--- config.mk ---
export PLATFORM = sky130hd
export DESIGN_NAME = mcu_bus_glue
export DESIGN_NICKNAME = d
export VERILOG_FILES = /design/src/rtl/glue_pkg.sv /design/src/rtl/glue_addr_latch.sv /design/src/rtl/glue_mem_decode.sv /design/src/rtl/glue_disp_latch.sv /design/src/rtl/glue_mcu_ctrl.sv /design/src/rtl/mcu_bus_glue.sv
export SDC_FILE = /design/constraint.sdc
export NUM_CORES = 1
export LEC_CHECK = 0
export BUFFER_PORTS_ARGS = -buffer_cell sky130_fd_sc_hd__buf_4
export CAP_MARGIN = 5
export CORE_MARGIN = 8
export CORE_UTILIZATION = 49
export DETAILED_ROUTE_END_ITERATION = 6
export GPL_TIMING_DRIVEN = 0
export MAX_ROUTING_LAYER = met4
export PLACE_DENSITY = 0.83
export SLEW_MARGIN = 10
export SYNTH_ARGS = -nofsm -noshare
export SYNTH_HDL_FRONTEND = slang
export SYNTH_SLANG_ARGS = --single-unit
--- constraint.sdc ---
create_clock -name clk_i -period 3.4 [get_ports clk_i]
set_input_delay 0.51 -clock clk_i [delete_from_list [all_inputs] [get_ports clk_i]]
set_output_delay 0.51 -clock clk_i [all_outputs]
set_load 0.01 [all_outputs]
--- src/rtl/glue_pkg.sv ---
package glue_pkg;
    typedef enum logic [1:0] {
        ST_BOOT   = 2'd0,
        ST_RUN    = 2'd1,
        ST_HALT   = 2'd2,
        ST_FREEZE = 2'd3
    } ctrl_state_e;
endpackage

--- src/rtl/glue_addr_latch.sv ---
module glue_addr_latch #(
    parameter int LO_W = 8
) (
    input  logic            clk_i,
    input  logic            rst_ni,
    input  logic            ale_i,
    input  logic [LO_W-1:0] p0_i,
    output logic [LO_W-1:0] addr_lo_o
);
    logic [LO_W-1:0] held_q;

    always_ff @(posedge clk_i or negedge rst_ni) begin
        if (!rst_ni) begin
            held_q <= '0;
        end else if (ale_i) begin
            held_q <= p0_i;
        end
    end

    // transparent while the strobe is high, held once it drops
    assign addr_lo_o = ale_i ? p0_i : held_q;

    assert_hold_after_ale_R1: assert property (@(posedge clk_i) disable iff (!rst_ni)
        (!ale_i) |=> (!ale_i) -> $stable(addr_lo_o));
endmodule

--- src/rtl/glue_mem_decode.sv ---
module glue_mem_decode #(
    parameter int          HI_W      = 8,
    parameter logic [7:0]  DISP_PAGE = 8'hFF
) (
    input  logic            clk_i,
    input  logic            rst_ni,
    input  logic [HI_W-1:0] hi_i,
    input  logic            psen_ni,
    input  logic            rd_ni,
    input  logic            wr_ni,
    input  logic            bus_en_i,
    output logic            in_disp_o,
    output logic            cs_no,
    output logic            oe_no
);
    logic read_cyc;
    logic any_cyc;
    logic ram_hit;

    always_comb begin
        in_disp_o = (hi_i == HI_W'(DISP_PAGE));
        read_cyc  = !psen_ni || !rd_ni;
        any_cyc   = read_cyc || !wr_ni;
        ram_hit   = !in_disp_o && bus_en_i;
        oe_no     = !(read_cyc && ram_hit);
        cs_no     = !(any_cyc && ram_hit);
    end

    assert_disp_page_idle_R5: assert property (@(posedge clk_i) disable iff (!rst_ni)
        (hi_i == HI_W'(DISP_PAGE)) |-> (cs_no && oe_no));

    assert_oe_needs_cs_R4: assert property (@(posedge clk_i) disable iff (!rst_ni)
        (!oe_no) |-> (!cs_no));

    assert_write_no_oe_R3: assert property (@(posedge clk_i) disable iff (!rst_ni)
        (psen_ni && rd_ni) |-> oe_no);
endmodule

--- src/rtl/glue_disp_latch.sv ---
module glue_disp_latch #(
    parameter int DATA_W = 8
) (
    input  logic              clk_i,
    input  logic              rst_ni,
    input  logic              wr_ni,
    input  logic              in_disp_i,
    input  logic [DATA_W-1:0] p0_i,
    output logic [DATA_W-1:0] disp_o
);
    logic              wr_n_q;
    logic              sel_q;
    logic [DATA_W-1:0] data_q;
    logic              wr_rise;

    always_ff @(posedge clk_i or negedge rst_ni) begin
        if (!rst_ni) begin
            wr_n_q <= 1'b1;
            sel_q  <= 1'b0;
            data_q <= '0;
        end else begin
            wr_n_q <= wr_ni;
            if (!wr_ni) begin
                sel_q  <= in_disp_i;
                data_q <= p0_i;
            end
        end
    end

    assign wr_rise = !wr_n_q && wr_ni;

    always_ff @(posedge clk_i or negedge rst_ni) begin
        if (!rst_ni) begin
            disp_o <= '0;
        end else if (wr_rise && sel_q) begin
            disp_o <= data_q;
        end
    end

    assert_disp_only_on_rise_R6: assert property (@(posedge clk_i) disable iff (!rst_ni)
        (wr_n_q || !wr_ni) |=> $stable(disp_o));
endmodule

--- src/rtl/glue_mcu_ctrl.sv ---
module glue_mcu_ctrl
    import glue_pkg::*;
#(
    parameter int BOOT_CYC = 16
) (
    input  logic        clk_i,
    input  logic        rst_ni,
    input  logic        hold_req_i,
    input  logic        pause_req_i,
    output ctrl_state_e state_o,
    output logic        mcu_rst_o,
    output logic        bus_en_o,
    output logic        xtal_o
);
    localparam int CNT_W = $clog2(BOOT_CYC + 1);

    ctrl_state_e state_q, state_d;
    logic [CNT_W-1:0] cnt_q;
    logic             xtal_q;

    // next-state logic
    always_comb begin
        state_d = state_q;
        unique case (state_q)
            ST_BOOT:   if (cnt_q == CNT_W'(BOOT_CYC - 1)) state_d = ST_RUN;
            ST_RUN:    if (hold_req_i) state_d = ST_HALT;
                       else if (pause_req_i) state_d = ST_FREEZE;
            ST_FREEZE: if (hold_req_i) state_d = ST_HALT;
                       else if (!pause_req_i) state_d = ST_RUN;
            ST_HALT:   if (!hold_req_i) state_d = ST_BOOT;
        endcase
    end

    // state register with boot counter and clock divider
    always_ff @(posedge clk_i or negedge rst_ni) begin
        if (!rst_ni) begin
            state_q <= ST_BOOT;
            cnt_q   <= '0;
            xtal_q  <= 1'b0;
        end else begin
            state_q <= state_d;
            if (state_q == ST_BOOT && state_d == ST_BOOT) begin
                cnt_q <= cnt_q + 1'b1;
            end else begin
                cnt_q <= '0;
            end
            if (state_q != ST_FREEZE) begin
                xtal_q <= !xtal_q;
            end
        end
    end

    // outputs
    always_comb begin
        unique case (state_q)
            ST_BOOT:   begin mcu_rst_o = 1'b1; bus_en_o = 1'b0; end
            ST_RUN:    begin mcu_rst_o = 1'b0; bus_en_o = 1'b1; end
            ST_FREEZE: begin mcu_rst_o = 1'b0; bus_en_o = 1'b1; end
            ST_HALT:   begin mcu_rst_o = 1'b1; bus_en_o = 1'b0; end
        endcase
    end

    assign state_o = state_q;
    assign xtal_o  = xtal_q;

    assert_hold_forces_reset_R8: assert property (@(posedge clk_i) disable iff (!rst_ni)
        hold_req_i |=> mcu_rst_o);

    assert_freeze_keeps_clock_R9: assert property (@(posedge clk_i) disable iff (!rst_ni)
        (state_q == ST_FREEZE) |=> $stable(xtal_o));

    assert_run_toggles_clock_R9: assert property (@(posedge clk_i) disable iff (!rst_ni)
        (state_q == ST_RUN) |=> (xtal_o != $past(xtal_o)));

    assert_boot_bounded_R7: assert property (@(posedge clk_i) disable iff (!rst_ni)
        (state_q == ST_BOOT) |-> (cnt_q < CNT_W'(BOOT_CYC)));
endmodule

--- src/rtl/mcu_bus_glue.sv ---
module mcu_bus_glue
    import glue_pkg::*;
#(
    parameter int         DATA_W    = 8,
    parameter int         RAM_AW    = 15,
    parameter int         BOOT_CYC  = 16,
    parameter logic [7:0] DISP_PAGE = 8'hFF
) (
    input  logic              clk_i,
    input  logic              rst_ni,
    input  logic              ale_i,
    input  logic              psen_ni,
    input  logic              rd_ni,
    input  logic              wr_ni,
    input  logic [DATA_W-1:0] p0_i,
    input  logic [DATA_W-1:0] p2_i,
    input  logic              hold_req_i,
    input  logic              pause_req_i,
    input  logic [DATA_W-1:0] host_data_i,
    output logic [RAM_AW-1:0] ram_addr_o,
    output logic              ram_cs_no,
    output logic              ram_oe_no,
    output logic              mcu_rst_o,
    output logic              mcu_xtal_o,
    output logic [DATA_W-1:0] mcu_host_o,
    output logic [DATA_W-1:0] disp_o
);
    localparam int HI_RAM_W = RAM_AW - DATA_W;

    logic [DATA_W-1:0] addr_lo;
    logic              in_disp;
    logic              bus_en;
    ctrl_state_e       state;

    glue_addr_latch #(.LO_W(DATA_W)) u_addr (
        .clk_i     (clk_i),
        .rst_ni    (rst_ni),
        .ale_i     (ale_i),
        .p0_i      (p0_i),
        .addr_lo_o (addr_lo)
    );

    glue_mem_decode #(.HI_W(DATA_W), .DISP_PAGE(DISP_PAGE)) u_dec (
        .clk_i     (clk_i),
        .rst_ni    (rst_ni),
        .hi_i      (p2_i),
        .psen_ni   (psen_ni),
        .rd_ni     (rd_ni),
        .wr_ni     (wr_ni),
        .bus_en_i  (bus_en),
        .in_disp_o (in_disp),
        .cs_no     (ram_cs_no),
        .oe_no     (ram_oe_no)
    );

    glue_disp_latch #(.DATA_W(DATA_W)) u_disp (
        .clk_i     (clk_i),
        .rst_ni    (rst_ni),
        .wr_ni     (wr_ni),
        .in_disp_i (in_disp),
        .p0_i      (p0_i),
        .disp_o    (disp_o)
    );

    glue_mcu_ctrl #(.BOOT_CYC(BOOT_CYC)) u_ctrl (
        .clk_i       (clk_i),
        .rst_ni      (rst_ni),
        .hold_req_i  (hold_req_i),
        .pause_req_i (pause_req_i),
        .state_o     (state),
        .mcu_rst_o   (mcu_rst_o),
        .bus_en_o    (bus_en),
        .xtal_o      (mcu_xtal_o)
    );

    assign ram_addr_o = {p2_i[HI_RAM_W-1:0], addr_lo};
    assign mcu_host_o = host_data_i;

    assert_isolate_in_reset_R4: assert property (@(posedge clk_i) disable iff (!rst_ni)
        mcu_rst_o |-> (ram_cs_no && ram_oe_no));

    assert_state_legal_R7: assert property (@(posedge clk_i) disable iff (!rst_ni)
        (state == ST_HALT) |-> mcu_rst_o);
endmodule

==> results.toml, run 1 <==
[cells_and_area]
area_growth_pct = 36.5
layout_commonest_cell = "buf_4"
layout.nets = 203
fillCellCount = 191
fin_util = 0.708
final_cell_mix = "buf_4 (73), dfrtp_1 (33), mux2_2 (24)"
layout-drive-gt1-share = 0.641
stdcell_area_sq_um = 1970
antenna_cells = 0

[timing]
drv_slew = 0
rsz0062_at_grt = "no"
max_slew_margin = 0.730
clock_skew_ns = 0.00292
final-setup-viol-count = 0
post-route-period-util = 0.525
fmax_ghz = 0.560
tightest_slew_ns = 0.405
min_period_ns = 1.79
setup-tns-final_ns = 0
finalHoldViolCount = 0

[power]
seqPwrFrac = 0.515
p_clk_frac = 0.226
cellLeakagePower_uw = 0.00102
p_total_uw = 981
comb_power_share = 0.259
ir_drop_mv = 0.360
switchingPower_uw = 273
power.density_nw_per_um2 = 499
swShare = 0.278
intPower_uw = 709

[route]
wl_met2_um = 1460
highest_layer = "met4"
route.detailed.drc = 0
drtIter0Drc = 29
ant_nets = 0
wl_per_cell_um = 15.3
drt-vias-per-instance = 4.96
met1_length_um = 1200
dr.pass1.iters = 4
dr_wl_met3_um = 357
finalWirelength_um = 3070
vias = 997

[die]
num_rows = 19
boundaryPins = 67
die_h_um = 70.2
die_area_sq_um = 4930
die_w_um = 70.2
start_util = 0.518
coreArea_sq_um = 2780

[global_route]
grt_pass1_vias = 1126
grt_overflow = 0
grtUsageTotal = 0.131
grt_max_degree = 35
antenna_found_initial = 0
grt_pass1_wl_um = 5100

[critical_path]
critPathSlowestCell = "dfrtp_1"
worstSetupEndpointType = "output port"
path_cells = "o21ai_0 > a31o_2 > buf_4"
cp-startpoint = "u_ctrl.state_o[0]"
worstReg2RegStart = "u_ctrl.cnt_q[0]"
worstPathRequired_ns = 2.89
worst_setup_path_start_kind = "flip-flop"
critPathMaxStageDelay_ns = 0.44
path_buf_inv = 1
path_class = "reg -> out"
critPathMaxFanout = 6
path_delay_family = "flip-flops"
cp_data_arrival_time_ns = 1.28

[placed_design]
place_area_sq_um = 1910
gp_congestion = 0.700
port_buffers = 57
dp_hpwl_um = 2450

[synthesis]
ys_top_cells_by_area = "dfrtp_1 (57%), mux2_2 (19%), buf_4 (8.3%)"
synth_nets = 139
synth_top_cell_by_area = "dfrtp_1"
syn_inst = 105
yosysSeqAreaShare = 0.591
syn_area_sq_um = 1440
ys_types = 21
ys_ff_latch = 34
yosysWarnings = 0
syn_avg_cell_area_sq_um = 13.7
synth_top_area_frac = 0.573

[clocking]
cts.sinks = 34
clk_latency_ns = 0.32
root_buffer = "clkbuf_4"
post-cts-setup-buffer-count = 0
h-tree-depth = 2
cts_hold_buf = 0
cts_buffers = 5
ctsResizeCount = 0
cts_tree = "built"
cts.path.max_buffers = 2
path_clk_slew_ns = 0.09

[worst_hold_path]
min_path_type = "in -> async"

[run_status]
status = "finished clean"

[flow_run]
maxCapViolCount = 0
## power groups by stage
stage	Sequential [uW]	Combinational, uW	Clock, uW
CTS	506	260	233
detailed placement	514	258	0
floorplan	508	145	0
finish	505	254	222
global placement	508	246	0
global route	516	283	251
## routing by layer
layer / vias up / track usage
li1: 469 / -
met1: 468 / 0.138
met2: 53 / 0.203
met3: 7 / 0.0621
met4: 0 / 0.0603
met5: - / -
## final cells by class
class | instances | area [sq um] | share of cell area
well taps | 31 | 38.8 | 0.0197
clock buffers | 7 | 55.1 | 0.0280
flip-flops and latches | 34 | 852 | 0.433
inverters | 3 | 11.3 | 0.00572
plain buffers | 17 | 125 | 0.0636
repair buffers | 57 | 428 | 0.217
multi-input cells | 51 | 453 | 0.230
clock inverters | 1 | 5.00 | 0.00254
## state kept, by name (all words and copies together) (netlist names)
name,cells
u_addr.held_q,8
u_disp.data_q,8
u_disp.disp_o,8
u_ctrl.cnt_q,5
u_ctrl.state_o,2
u_ctrl.xtal_o,1
u_disp.sel_q,1
u_disp.wr_n_q,1
## worst paths after layout
path | cells after the start | to | slack (ns)
max in group asynchronous | 1 | u_disp.wr_n_q | 2.97
max reg2reg | 5 | u_ctrl.cnt_q[2] | 1.85
min | 1 | u_ctrl.state_o[1] | 0.11
min in group clk_i | 1 | u_disp.wr_n_q | 0.32
max | 3 | ram_cs_no | 1.61
min reg2reg | 1 | u_ctrl.cnt_q[0] | 0.46
## cell families after synthesis
family                   share of synthesized area
AO/OA/AOI/OAI                               0.0269
XOR/XNOR                                    0.0182
adder cells (fa/ha/maj)                     0.0174
buffers and inverters                       0.0946
flip-flops                                   0.591
multiplexers                                 0.188
AND/OR/NAND/NOR                             0.0642
## through the flow
stage | hold WS, ns | std cells | worst slack (ns)
final | 0.106 | 201 | 1.61
after global routing | 0.116 | 201 | 1.48
after CTS | 0.112 | 201 | 1.59
after detailed placement | 0.453 | 193 | 1.64
after global placement | 0.440 | 193 | 1.65
after floorplan | 0.214 | 105 | 1.84
## worst reg2reg max path: cells and delay by family (launching register included)
family	cells	cell delay, ns
flops	1	0.41
simple gates	3	0.68
fa+ha+maj	2	0.41
## synth_stat cells, drive strengths merged
| cell type | n |
|---|---|
| o21ai | 2 |
| inv | 3 |
| o31ai | 1 |
| or3 | 1 |
| dfrtp | 33 |
| dfstp | 1 |
| ha | 2 |
| a21oi | 1 |
| mux2 | 24 |
| a31o | 1 |
| nand2 | 3 |
| buf | 17 |
| xnor2 | 1 |
| nand3b | 1 |
| nand4 | 2 |
| and3 | 1 |
| nor2 | 7 |
| xor2 | 2 |
| a21o | 1 |
| nand3 | 1 |
No activity file was read; power rests on OpenSTA's default activity.
==> run 2: changes to the inputs <==
Settings changed: ABC_AREA from default to 1, CORE_UTILIZATION 49 to 46, PLACE_DENSITY 0.83 to 0.78.
Clock period 3.4 ns to 1.7 ns, I/O delays scaled along.
==> run 2 against run 1 <==
Compared with the run above:
- setup slack lost 1.3 ns
- clock power grew 100%
- sequential cell count is the same
- sequential power grew 100%
- critical path depth grew 6
- hold slack lost 0.058 ns
- via count grew 25%
- register-to-register slack lost 1.5 ns
- synthesized cell count grew 57%
- wire length grew 5.4%
- first-iteration DRC count grew 62%
- final cell count grew 38%
- largest power group unchanged
- highest routed layer unchanged
==> results.toml, run 2 <==
[synthesis]
ys_ff_latch = 34
synthArstFlopShare = 1.00
ys_top_cells_by_area = "dfrtp_1 (55%), nand2_1 (9.9%), buf_4 (8.0%)"
synth_top_cell_by_area = "dfrtp_1"
synth_top_area_frac = 0.547
syn_avg_cell_area_sq_um = 9.15
synth_nets = 199
yosysSeqAreaShare = 0.564
synth_common_cells = "nand2_1 (40), dfrtp_1 (33), nor2_1 (17)"
post-synth-top-count-cell = "nand2_1"
ys_types = 21
yosysWarnings = 0
syn_inst = 165
synth_ff_type = "dfrtp_1"
synth_edf_count = 0
syn_area_sq_um = 1510

[die]
boundaryPins = 67
start_util = 0.467
num_rows = 21
die_h_um = 73.3
die_area_sq_um = 5370
coreArea_sq_um = 3230
die_w_um = 73.3

[clocking]
post-cts-setup-buffer-count = 0
cts.path.max_buffers = 2
cts.sinks = 34
ctsResizeCount = 0
clk_latency_ns = 0.33
root_buffer = "clkbuf_4"
path_clk_slew_ns = 0.09
cts_hold_buf = 1
cts_tree = "built"
h-tree-depth = 2
cts_buffers = 5

[global_route]
grt_pass1_vias = 1229
grt_pass1_wl_um = 5330
antenna_found_initial = 0
grt_overflow = 0
grt_max_degree = 35
grtUsageTotal = 0.132

[route]
finalWirelength_um = 3230
route.detailed.drc = 0
dr.pass1.iters = 4
ant_nets = 0
wl_per_cell_um = 11.7
drt-vias-per-instance = 4.48
drtIter0Drc = 47
vias = 1242

[timing]
drv_slew = 0
setup_slack_ns = 0.321
fmax_ghz = 0.725
post-route-period-util = 0.811
setup-tns-final_ns = 0
rsz0062_at_grt = "no"
min_period_ns = 1.38
clock_skew_ns = 0.00910
finalHoldViolCount = 0
final-setup-viol-count = 0
tightest_slew_ns = 0.404
max_slew_margin = 0.731

[critical_path]
worstPathRequired_ns = 1.96
worstSetupEndpointType = "flip-flop"
critPathMaxFanout = 5
cp_data_arrival_time_ns = 1.64
path_class = "reg -> reg"
worst_setup_path_start_kind = "flip-flop"

[cells_and_area]
fillCellCount = 288
layout.nets = 264
antenna_cells = 0
layout-drive-gt1-share = 0.390
top_regs = "u_addr.held_q x8, u_disp.data_q x8, u_disp.disp_o x8"
area_growth_pct = 36.7
final_cell_mix = "buf_4 (73), nand2_1 (40), dfrtp_1 (33)"
layout_commonest_cell = "buf_4"

[placed_design]
port_buffers = 57
dp_hpwl_um = 2570
gp_congestion = 0.701
pre_cts_slack_ns = 0.331

[run_status]
status = "finished clean"

[power]
cellLeakagePower_uw = 0.00114
ir_drop_mv = 0.744
power.density_nw_per_um2 = 961

[flow_run]
maxCapViolCount = 0

[worst_hold_path]
min_path_type = "in -> reg"
run 2: cell types whose count changed after synthesis, sizes merged, moves of 2 or more:
cell / previous run / this run
nand2: 3 / 41
mux2: 24 / 0
inv: 3 / 17
nand3: 1 / 14
nor2: 7 / 18
a21oi: 1 / 8
o21ai: 2 / 8
buf: 17 / 20
nand4: 2 / 0
run 2: logic make-up after synthesis:
group,Yosys count,share of synthesized area
simple gates,74,0.215
fa+ha+maj,2,0.0166
buf+inv,37,0.141
xor+xnor,1,0.00580
compound gates,17,0.0572
flops,34,0.564
run 2: power by group:
group          total (uW)  switching, uW  leakage [uW]  internal [uW]
sequential           1010           70.6      0.000423            938
combinational         528            273      0.000686            255
clock                 448            244     0.0000326            204
run 2: worst paths after layout:
path                                 start               end  slack [ns]  depth (start not counted)
max in group asynchronous           rst_ni     u_disp.wr_n_q        0.97                          2
min                                  wr_ni     u_disp.wr_n_q        0.05                          1
min reg2reg                  u_ctrl.xtal_o     u_ctrl.xtal_o        0.47                          1
min in group asynchronous           rst_ni  u_disp.data_q[5]        0.40                          2
max reg2reg                u_ctrl.cnt_q[0]   u_ctrl.cnt_q[3]        0.32                          9
max                        u_ctrl.cnt_q[0]   u_ctrl.cnt_q[3]        0.32                          9
run 2: layout make-up:
cell class                 instances  area (sq um)  area share
buffer                            20           146      0.0709
inverter                          17          66.3      0.0321
multi-input combinational         94           445       0.216
clock buffer                       8          58.8      0.0285
timing repair buffer              58           438       0.212
tap                               46          57.6      0.0279
sequential                        34           852       0.413
run 2: layer usage:
metal  vias up  part of all wire  GRT usage
li1        632                 -          -
met1       563              0.40      0.131
met2        42              0.51      0.218
met3         5             0.071     0.0518
met4         0             0.020     0.0710
met5         -                 0          -
run 2: worst max-delay path, cell delays in order, from the launching register on:
cell and delay [ns]:
dfrtp_1 0.41, ha_1 0.22, nand2_1 0.09, nor2_1 0.05, ha_1 0.17, inv_1 0.08, nand3_2 0.13, inv_2 0.07
nand2_1 0.04, nor2_1 0.07
run 2: per-stage QoR:
stage	power [uW]	area (sq um)	util	instances	hold WS (ns)
3_5_place_dp	1560	2000	0.617	268	0.216
4_1_cts	2020	2060	0.639	277	0.0377
2_1_floorplan	1330	1510	-	165	-0.0406
3_3_place_gp	1540	2000	0.617	268	0.216
6_report	1980	2060	0.639	277	0.0478
5_1_grt	2140	2060	0.639	277	0.00952
==> run 3: changes to the inputs <==
Clock period 1.7 ns to 1.28 ns, I/O delays scaled along.
==> run 3 against run 2 <==
Compared with the run above:
- sequential cell count unchanged
- design area increased by 5.7%
- clock skew about the same
- global-route usage increased by 0.38 points
- non-clock buffer count increased by 8
- sequential share of layout area decreased by 2.2 points
- wire length increased by 11%
==> results.toml, run 3 (same netlist as run 2, synthesis figures left out) <==
[placed_design]
gp_congestion = 0.701
pre_cts_slack_ns = -0.0886
dp.cells = 268
port_buffers = 57
dp_hpwl_um = 2570

[route]
finalWirelength_um = 3570
wl_per_cell_um = 12.5
dr.pass1.iters = 4
drt-vias-per-instance = 4.53
ant_nets = 0
vias = 1291
route.detailed.drc = 0
drtIter0Drc = 37

[critical_path]
path_class = "reg -> reg"
critPathMaxFanout = 5
ff2ff_path_depth = 9
path_cells = "ha_2 > nand2_2 > nor2_2 > ha_2 > inv_2 > nand3_4 > inv_2 > nand2_1 > nor2_1"
critPathSlowestCell = "dfrtp_1"
cp-startpoint = "u_ctrl.cnt_q[0]"
endpoint = "u_ctrl.cnt_q[3]"
worstSetupEndpointType = "flip-flop"
critPathMaxStageDelay_ns = 0.40
worstPathRequired_ns = 1.55
timing.rr.end = "u_ctrl.cnt_q[3]"
worst_setup_path_start_kind = "flip-flop"
cp_data_arrival_time_ns = 1.53
regToRegSetupSlack_ns = 0.01
worstReg2RegStart = "u_ctrl.cnt_q[0]"

[die]
start_util = 0.467
die_area_sq_um = 5370
coreArea_sq_um = 3230
boundaryPins = 67
num_rows = 21
die_w_um = 73.3
die_h_um = 73.3

[timing]
setup-tns-final_ns = 0
max_slew_margin = 0.726
final-setup-viol-count = 0
rsz0062_at_grt = "yes"
post-route-period-util = 0.992
min_period_ns = 1.27
fmax_ghz = 0.788
drv_slew = 0
tightest_slew_ns = 0.412
clock_skew_ns = 0.00903
finalHoldViolCount = 0
setup_slack_ns = 0.0108

[cells_and_area]
top_regs = "u_addr.held_q x8, u_disp.data_q x8, u_disp.disp_o x8"
stdcell_count = 285
layout-drive-gt1-share = 0.469
antenna_cells = 0
area_growth_pct = 44.5
layout_commonest_cell = "buf_4"
final_cell_mix = "buf_4 (80), nand2_1 (39), dfrtp_1 (33)"
layout.nets = 272

[clocking]
cts_tree = "built"
h-tree-depth = 2
root_buffer = "clkbuf_4"
path_clk_slew_ns = 0.10
cts.path.max_buffers = 2
cts.sinks = 34
cts_buffers = 5
clk_latency_ns = 0.33

[global_route]
grt_pass1_wl_um = 5470
use_met3 = 0.0518
grtUsageTotal = 0.136
met2_usage = 0.231
grt_pass1_vias = 1267
met1_usage = 0.131
grt_max_degree = 35
busiest_layer = "met2"
antenna_found_initial = 0
grt_overflow = 0

[power]
comb_power_share = 0.323
power.density_nw_per_um2 = 1320
switchingPower_uw = 884
cellLeakagePower_uw = 0.00118
p_clk_frac = 0.209
swShare = 0.308
ir_drop_mv = 0.988
intPower_uw = 1990
seqPwrFrac = 0.468

[worst_hold_path]
min_path_type = "in -> reg"

[flow_run]
maxCapViolCount = 0

[run_status]
status = "finished clean"
-- run 3: changes by cell type in the layout (fill, tap and decap cells not counted), sizes merged --
| cell | delta |
|---|---|
| dlygate4sd3 | +1 |
| buf | +7 |
-- run 3: timing repair --
item / in CTS / in global routing
pin swaps: 2 / 3
setup endpoints to repair: 5 / 10
setup buffers: 2 / 5
gates resized for setup: 3 / 13
hold buffers: 2 / 0
endpoints found under the hold margin: 34 / 0
-- run 3: stage by stage --
| step | hold slack [ns] | total power [uW] | instance area, sq um | util |
|---|---|---|---|---|
| 2_1_floorplan | -0.104 | 1770 | 1510 | - |
| 3_3_place_gp | 0.153 | 2040 | 2000 | 0.617 |
| 3_5_place_dp | 0.153 | 2080 | 2000 | 0.617 |
| 4_1_cts | 0.0332 | 2760 | 2100 | 0.650 |
| 5_1_grt | 0.0588 | 3070 | 2180 | 0.675 |
| 6_report | 0.0723 | 2870 | 2180 | 0.675 |
-- run 3: final cells by class --
| cell class | count | area [sq um] |
|---|---|---|
| repair buffers | 66 | 500 |
| well taps | 46 | 57.6 |
| plain buffers | 20 | 146 |
| fillers | 277 | 1050 |
| clock buffers | 8 | 58.8 |
| multi-input cells | 94 | 500 |
| flip-flops and latches | 34 | 852 |
| inverters | 17 | 66.3 |
-- run 3: power groups by stage --
stage / Sequential (uW) / Clock, uW / Combinational (uW)
after floorplan: 1350 / 0 / 417
after global placement: 1350 / 0 / 690
after detailed placement: 1360 / 0 / 717
after CTS: 1330 / 623 / 798
after global routing: 1360 / 687 / 1020
final: 1340 / 602 / 928
-- run 3: worst max-delay path, delay by kind of cell (launching register included) --
family,cells,cell delay [ns]
DFF,1,0.40
adders and majority gates,2,0.37
and+or+nand+nor,5,0.31
buffers and inverters,2,0.13
-- run 3: how the worst min path moves through the flow --
stage          depth (start not counted)                 to        start  slack [ns]
3_5_place_dp                           1   u_addr.held_q[6]       rst_ni        0.15
5_1_grt                                2  u_ctrl.state_o[0]   hold_req_i        0.06
6_report                               3  u_ctrl.state_o[1]  pause_req_i        0.07
2_1_floorplan                          0   u_addr.held_q[0]       rst_ni       -0.10
4_1_cts                                2  u_ctrl.state_o[0]   hold_req_i        0.03
3_3_place_gp                           1   u_addr.held_q[6]       rst_ni        0.15
-- run 3: layer usage --
metal	vias to the layer above	part of all wire
li1	649	-
met1	595	0.39
met2	42	0.53
met3	5	0.066
met4	0	0.018
met5	-	0
